--- config.mk ---
export PLATFORM = sky130hd
export DESIGN_NAME = rtc_trim_prescaler
export DESIGN_NICKNAME = d
export VERILOG_FILES = /design/src/rtl/rtc_trim_pkg.sv /design/src/rtl/trim_word_latch.sv /design/src/rtl/trim_cycle_tracker.sv /design/src/rtl/trim_frac_divider.sv /design/src/rtl/rtc_trim_prescaler.sv
export SDC_FILE = /design/constraint.sdc
export NUM_CORES = 1
export LEC_CHECK = 0
export BUFFER_PORTS_ARGS = -buffer_cell sky130_fd_sc_hd__clkbuf_2
export CAP_MARGIN = 20
export CORE_MARGIN = 2
export CORE_UTILIZATION = 35
export CTS_CLUSTER_DIAMETER = 30
export DETAILED_ROUTE_END_ITERATION = 6
export HOLD_SLACK_MARGIN = 0.05
export SLEW_MARGIN = 20
export SYNTH_ARGS = -nofsm -noshare
export SYNTH_HDL_FRONTEND = slang
export SYNTH_HIERARCHICAL = 1
export SYNTH_SLANG_ARGS = --single-unit
--- constraint.sdc ---
create_clock -name clk -period 4.2 [get_ports clk]
set_input_delay 0.84 -clock clk [delete_from_list [all_inputs] [get_ports clk]]
set_output_delay 0.84 -clock clk [all_outputs]
set_load 0.005 [all_outputs]
--- src/rtl/rtc_trim_pkg.sv ---
package rtc_trim_pkg;

    localparam int TRIM_W = 6;
    localparam int MAG_W  = 5;

    typedef struct packed {
        logic             faster;
        logic [MAG_W-1:0] mag;
    } trim_word_t;

    typedef enum logic [1:0] {
        RATE_NOMINAL = 2'd0,
        RATE_FAST    = 2'd1,
        RATE_SLOW    = 2'd2
    } rate_e;

    // Rate for the current second given the active word and window membership.
    function automatic rate_e pick_rate(input trim_word_t w, input logic in_window);
        if (!in_window || w.mag == '0) begin
            return RATE_NOMINAL;
        end
        return w.faster ? RATE_FAST : RATE_SLOW;
    endfunction

    // Input ticks consumed by one second at the given rate.
    function automatic int rate_divisor(input rate_e r, input int base);
        case (r)
            RATE_FAST: return base - 1;
            RATE_SLOW: return base + 1;
            default:   return base;
        endcase
    endfunction

endpackage

--- src/rtl/trim_word_latch.sv ---
module trim_word_latch
    import rtc_trim_pkg::*;
(
    input  logic       clk,
    input  logic       rst,
    input  logic       load,
    input  trim_word_t word_in,
    output trim_word_t word_q
);

    // The word is taken during reset and at each second boundary only.
    always_ff @(posedge clk) begin
        if (rst || load) begin
            word_q <= word_in;
        end
    end

endmodule

--- src/rtl/trim_cycle_tracker.sv ---
module trim_cycle_tracker
    import rtc_trim_pkg::*;
#(
    parameter int SECS_PER_MIN = 60,
    parameter int FAST_MINUTES = 8,
    parameter int SLOW_MINUTES = 16
) (
    input  logic       clk,
    input  logic       rst,
    input  logic       sec_end,
    input  trim_word_t cur_word,
    input  trim_word_t next_word,
    output rate_e      rate
);

    localparam int FAST_LEN = FAST_MINUTES * SECS_PER_MIN;
    localparam int SLOW_LEN = SLOW_MINUTES * SECS_PER_MIN;
    localparam int MAX_LEN  = (FAST_LEN > SLOW_LEN) ? FAST_LEN : SLOW_LEN;
    localparam int SEC_W    = (MAX_LEN > 2) ? $clog2(MAX_LEN) : 1;

    logic [SEC_W-1:0] sec_idx;
    logic [SEC_W-1:0] wrap_at;
    logic             in_window;

    // Wrap point follows the sign of the word that governs the coming second.
    assign wrap_at = next_word.faster ? SEC_W'(FAST_LEN - 1) : SEC_W'(SLOW_LEN - 1);

    always_ff @(posedge clk) begin
        if (rst) begin
            sec_idx <= '0;
        end else if (sec_end) begin
            sec_idx <= (sec_idx >= wrap_at) ? '0 : sec_idx + 1'b1;
        end
    end

    assign in_window = int'(sec_idx) < int'(cur_word.mag);
    assign rate      = pick_rate(cur_word, in_window);

endmodule

--- src/rtl/trim_frac_divider.sv ---
module trim_frac_divider
    import rtc_trim_pkg::*;
#(
    parameter int BASE_DIV      = 512,
    parameter int TICKS_PER_SEC = 100
) (
    input  logic  clk,
    input  logic  rst,
    input  logic  tick_en,
    input  rate_e rate,
    output logic  tick_out,
    output logic  sec_out,
    output logic  sec_end
);

    localparam int ACC_MAX = BASE_DIV + 1 + TICKS_PER_SEC;
    localparam int ACC_W   = $clog2(ACC_MAX + 1);
    localparam int CNT_W   = (TICKS_PER_SEC > 2) ? $clog2(TICKS_PER_SEC) : 1;

    logic [ACC_W-1:0] acc;
    logic [ACC_W-1:0] acc_sum;
    logic [ACC_W-1:0] divisor;
    logic [CNT_W-1:0] cnt;
    logic             emit;
    logic             last_tick;

    assign divisor   = ACC_W'(rate_divisor(rate, BASE_DIV));
    assign acc_sum   = acc + ACC_W'(TICKS_PER_SEC);
    assign emit      = tick_en && (acc_sum >= divisor);
    assign last_tick = (cnt == CNT_W'(TICKS_PER_SEC - 1));
    assign sec_end   = emit && last_tick;

    always_ff @(posedge clk) begin
        if (rst) begin
            acc      <= '0;
            cnt      <= '0;
            tick_out <= 1'b0;
            sec_out  <= 1'b0;
        end else begin
            tick_out <= emit;
            sec_out  <= sec_end;
            if (sec_end) begin
                acc <= '0;
                cnt <= '0;
            end else if (emit) begin
                acc <= acc_sum - divisor;
                cnt <= cnt + 1'b1;
            end else if (tick_en) begin
                acc <= acc_sum;
            end
        end
    end

endmodule

--- src/rtl/rtc_trim_prescaler.sv ---
module rtc_trim_prescaler
    import rtc_trim_pkg::*;
#(
    parameter int BASE_DIV      = 512,
    parameter int TICKS_PER_SEC = 100,
    parameter int SECS_PER_MIN  = 60,
    parameter int FAST_MINUTES  = 8,
    parameter int SLOW_MINUTES  = 16
) (
    input  logic              clk,
    input  logic              rst,
    input  logic              tick512_en,
    input  logic [TRIM_W-1:0] trim_word,
    output logic              tick100,
    output logic              tick1hz,
    output logic              ftest_512
);

    trim_word_t word_in;
    trim_word_t word_act;
    rate_e      rate;
    logic       sec_end;

    assign word_in = trim_word_t'(trim_word);

    // Test output is taken ahead of the corrected stage.
    always_ff @(posedge clk) begin
        if (rst) begin
            ftest_512 <= 1'b0;
        end else begin
            ftest_512 <= tick512_en;
        end
    end

    trim_word_latch u_word (
        .clk     (clk),
        .rst     (rst),
        .load    (sec_end),
        .word_in (word_in),
        .word_q  (word_act)
    );

    trim_cycle_tracker #(
        .SECS_PER_MIN (SECS_PER_MIN),
        .FAST_MINUTES (FAST_MINUTES),
        .SLOW_MINUTES (SLOW_MINUTES)
    ) u_cycle (
        .clk       (clk),
        .rst       (rst),
        .sec_end   (sec_end),
        .cur_word  (word_act),
        .next_word (word_in),
        .rate      (rate)
    );

    trim_frac_divider #(
        .BASE_DIV      (BASE_DIV),
        .TICKS_PER_SEC (TICKS_PER_SEC)
    ) u_div (
        .clk      (clk),
        .rst      (rst),
        .tick_en  (tick512_en),
        .rate     (rate),
        .tick_out (tick100),
        .sec_out  (tick1hz),
        .sec_end  (sec_end)
    );

endmodule

==> results.sh <==
export IMPL_maxSlewViolCount=0
export IMPL_insertedDiodeCount=0
export IMPL_max_slew_headroom=0.670
export IMPL_core_um2=6830
export IMPL_final_setup_skew_ns=0.00823
export IMPL_switching_power_mw=0.677
export IMPL_cts_tree="done"
export IMPL_synth_yosys_seq_area_share=0.314
export IMPL_port_buffers=11
export IMPL_post_route_period_util=0.918
export IMPL_yosys_most_used_dff="sky130_fd_sc_hd__dfxtp_1"
export IMPL_yosys_top_cells_area="sky130_fd_sc_hd__dfxtp_1, sky130_fd_sc_hd__ha_1, sky130_fd_sc_hd__edfxtp_1, sky130_fd_sc_hd__xnor2_1, sky130_fd_sc_hd__nor2_1"
export IMPL_routed_via_count=1994
export IMPL_synth_ff_latch_count=36
export IMPL_post_synth_cell_area_avg_um2=9.01
export IMPL_timing_worst_setup_path_type="flop to flop"
export IMPL_comb_power_share=0.557
export IMPL_yosys_warnings=6
export IMPL_clockPowerShare=0.165
export IMPL_drive_above_1_share=0.144
export IMPL_vias_in_the_first_global_route=1801
export IMPL_clock_latency_ns=0.28
export IMPL_report_final_setup_viol=0
export IMPL_route_detailed_wl_per_inst_um=13.2
export IMPL_grt_setup_unrepaired="no"
export IMPL_cts_root_buf="sky130_fd_sc_hd__clkbuf_8"
export IMPL_cell_internal_pwr_mw=0.900
export IMPL_clkSlewWorstSetupHoldPaths_ns=0.08
export IMPL_worst_ep_arrival_time_ns=4.05
export IMPL_powerDensity_nw_per_um2=577
export IMPL_worstSetupEndpointType="flop"
export IMPL_worstMarginPinSlew_ns=0.491
export IMPL_tritoncts_num_sinks=36
export IMPL_grt_overflow=0
export IMPL_detailedRoute_firstIterationViolations=45
export IMPL_finalHoldViolations=0
export IMPL_synth_top_area_cell="sky130_fd_sc_hd__dfxtp_1"
export IMPL_edff_count_synth=6
export IMPL_synthesis_area_um2=2490
export IMPL_grt_start_max_net_pins=18
export IMPL_timing_max_cap_violations=0
export IMPL_cts_buffers_inserted=5
export IMPL_die_w_um=88.3
export IMPL_synthesis_nets=307
export IMPL_grt_usage=0.133
export IMPL_postSynthCellCount=276
export IMPL_crit_path_max_fanout=9
export IMPL_worstRegToRegCells=17
export IMPL_globalplace_congestion=0.849
export IMPL_min_delay_path_depth=2
export IMPL_timing_critical_path_from_type="flop"
export IMPL_register_share_of_total_power=0.278
export IMPL_drc=0
export IMPL_dpl_hpwl_mm=3.80
export IMPL_switching_share=0.429
export IMPL_synth_top_area_frac=0.241
export IMPL_vdd_drop_max_mv=0.172
export IMPL_die_area_um2=7800
export IMPL_worstHoldPathType="flop to flop"
export IMPL_antenna_found_initial=0
export IMPL_fillerInstances=697
export IMPL_synth_lib_cells_used_distinct=61
export IMPL_critical_path_required_ns=4.40
export IMPL_postRouteWirelength_mm=5.12
export IMPL_maxClockFrequency_mhz=259
export IMPL_leakagePower_nw=1.06
export IMPL_post_cts_repair_setup_buffers=0
export IMPL_design_final_nets=322
export IMPL_ant_nets=0
export IMPL_final_setup_tns_ns=0
export IMPL_htree_levels=2
export IMPL_floorplan_io_pins=12
export IMPL_r2r_slack_ns=0.34
export IMPL_hold_worst_slack_ns=0.487
export IMPL_rows=30
export IMPL_drt_pass1_iterations=4
export IMPL_finalCoreUtilization=0.400
export IMPL_asyncSetResetFlopFracSynth=0
export IMPL_viasPerCell=5.14
export IMPL_start_util=0.364
export IMPL_cts_hold_buf=0
export IMPL_period_needed_ns=3.86
export IMPL_status="finished clean"
export IMPL_area_delta_synth_final_pct=9.81
export IMPL_maximum_buffer_depth_of_the_clock_tree=2
export IMPL_die_y_um=88.3
export IMPL_cts_resized=0
export IMPL_wire_length_of_the_first_global_routing_pass_mm=8.31
-- final cells by class --
| type | count | area, µm² | area share |
|---|---|---|---|
| clock inverters | 1 | 7.51 | 0.00275 |
| repair buffers | 15 | 85.1 | 0.0311 |
| flip-flops and latches | 36 | 781 | 0.286 |
| clock buffers | 7 | 86.3 | 0.0316 |
| well taps | 96 | 120 | 0.0440 |
| inverters | 18 | 67.6 | 0.0247 |
| multi-input cells | 215 | 1580 | 0.580 |
-- worst max-delay path, stage by stage, from the launching register on --
cell and delay [ns]:
sky130_fd_sc_hd__dfxtp_1 0.43, sky130_fd_sc_hd__ha_1 0.28, sky130_fd_sc_hd__a21oi_1 0.14, sky130_fd_sc_hd__o21ai_0 0.13, sky130_fd_sc_hd__a211oi_1 0.25, sky130_fd_sc_hd__inv_1 0.07
sky130_fd_sc_hd__ha_1 0.27, sky130_fd_sc_hd__inv_1 0.06, sky130_fd_sc_hd__ha_1 0.16, sky130_fd_sc_hd__inv_1 0.06, sky130_fd_sc_hd__fa_1 0.43, sky130_fd_sc_hd__a211oi_4 0.36
sky130_fd_sc_hd__nor4_4 0.10, sky130_fd_sc_hd__nor2_4 0.13, sky130_fd_sc_hd__buf_4 0.18, sky130_fd_sc_hd__nand2_1 0.28, sky130_fd_sc_hd__mux2i_1 0.21, sky130_fd_sc_hd__a311oi_2 0.24
-- final timing paths --
check                 end                from
max          u_div/acc[9]  u_cycle/sec_idx[3]
min          u_div/cnt[6]        u_div/cnt[6]
max reg2reg  u_div/acc[9]  u_cycle/sec_idx[3]
min reg2reg  u_div/cnt[6]        u_div/cnt[6]
-- through the flow --
stage	setup WS, ns	area (µm²)	std cells	power, mW
final	0.343	2730	388	1.58
after global routing	0.0861	2730	388	1.69
after CTS	0.345	2730	388	1.58
after detailed placement	0.384	2640	380	1.31
after global placement	0.443	2640	380	1.31
after floorplan	0.681	2490	276	1.16
-- cell usage after synthesis, types with 3 or more instances --
master / number
sky130_fd_sc_hd__mux2i_1: 7
sky130_fd_sc_hd__a211oi_1: 6
sky130_fd_sc_hd__nand2_1: 18
sky130_fd_sc_hd__dfxtp_1: 30
sky130_fd_sc_hd__nand3_1: 10
sky130_fd_sc_hd__a21oi_1: 13
sky130_fd_sc_hd__nor2_1: 31
sky130_fd_sc_hd__nand4_1: 6
sky130_fd_sc_hd__o21ai_0: 5
sky130_fd_sc_hd__a31oi_1: 3
sky130_fd_sc_hd__o21a_1: 6
sky130_fd_sc_hd__ha_1: 21
sky130_fd_sc_hd__o22ai_1: 3
sky130_fd_sc_hd__and3_1: 4
sky130_fd_sc_hd__nor3_1: 11
sky130_fd_sc_hd__edfxtp_1: 6
sky130_fd_sc_hd__xor2_1: 6
sky130_fd_sc_hd__a2bb2oi_1: 3
sky130_fd_sc_hd__xnor2_1: 16
sky130_fd_sc_hd__buf_6: 3
sky130_fd_sc_hd__inv_1: 17
-- flip-flops by register name, summed over array words and instances, names as in the netlist --
name	cells
u_word/word_q	6
u_div/cnt	7
u_cycle/sec_idx	10
ftest_512	1
u_div/sec_out	1
u_div/acc	10
u_div/tick_out	1
-- cells by family (layout without fill, tap and decap cells) --
logic type                 count (synthesis)  in the layout  synth area share
and+or+nand+nor                          101            101             0.220
AOI/OAI and AO/OA                         63             63             0.197
DFF                                       36             36             0.314
buffers and inverters                     25             41            0.0493
adders and majority gates                 22             22             0.114
xor gates and xnor gates                  22             22            0.0775
muxes                                      7              7            0.0282
-- metal layers --
layer,global-route usage,share of wire,vias up,routed length [µm]
met5,0,0,-,0
met4,0.0441,0.010,0,53
met3,0.0243,0.019,4,96
met2,0.208,0.44,21,2250
met1,0.186,0.53,940,2720
li1,-,-,1029,-
-- power groups by stage --
| stage | Sequential, mW | Clock [mW] | Combinational, mW |
|---|---|---|---|
| final | 0.439 | 0.260 | 0.878 |
| after global routing | 0.445 | 0.283 | 0.963 |
| after CTS | 0.438 | 0.266 | 0.873 |
| after detailed placement | 0.445 | 0 | 0.868 |
| after global placement | 0.445 | 0 | 0.865 |
| after floorplan | 0.436 | 0 | 0.719 |
-- placed cells by master (no fill, tap or decap), types with 5 or more instances in the layout --
| cell | count |
|---|---|
| sky130_fd_sc_hd__nor2_1 | 31 |
| sky130_fd_sc_hd__dfxtp_1 | 30 |
| sky130_fd_sc_hd__ha_1 | 21 |
| sky130_fd_sc_hd__nand2_1 | 18 |
| sky130_fd_sc_hd__inv_1 | 17 |
| sky130_fd_sc_hd__xnor2_1 | 16 |
| sky130_fd_sc_hd__a21oi_1 | 13 |
| sky130_fd_sc_hd__clkbuf_2 | 11 |
| sky130_fd_sc_hd__nor3_1 | 11 |
| sky130_fd_sc_hd__nand3_1 | 10 |
| sky130_fd_sc_hd__mux2i_1 | 7 |
| sky130_fd_sc_hd__clkbuf_8 | 6 |
| sky130_fd_sc_hd__a211oi_1 | 6 |
| sky130_fd_sc_hd__nand4_1 | 6 |
| sky130_fd_sc_hd__xor2_1 | 6 |
| sky130_fd_sc_hd__o21a_1 | 6 |
| sky130_fd_sc_hd__edfxtp_1 | 6 |
| sky130_fd_sc_hd__o21ai_0 | 5 |
Power figures use the tool's default switching activity.
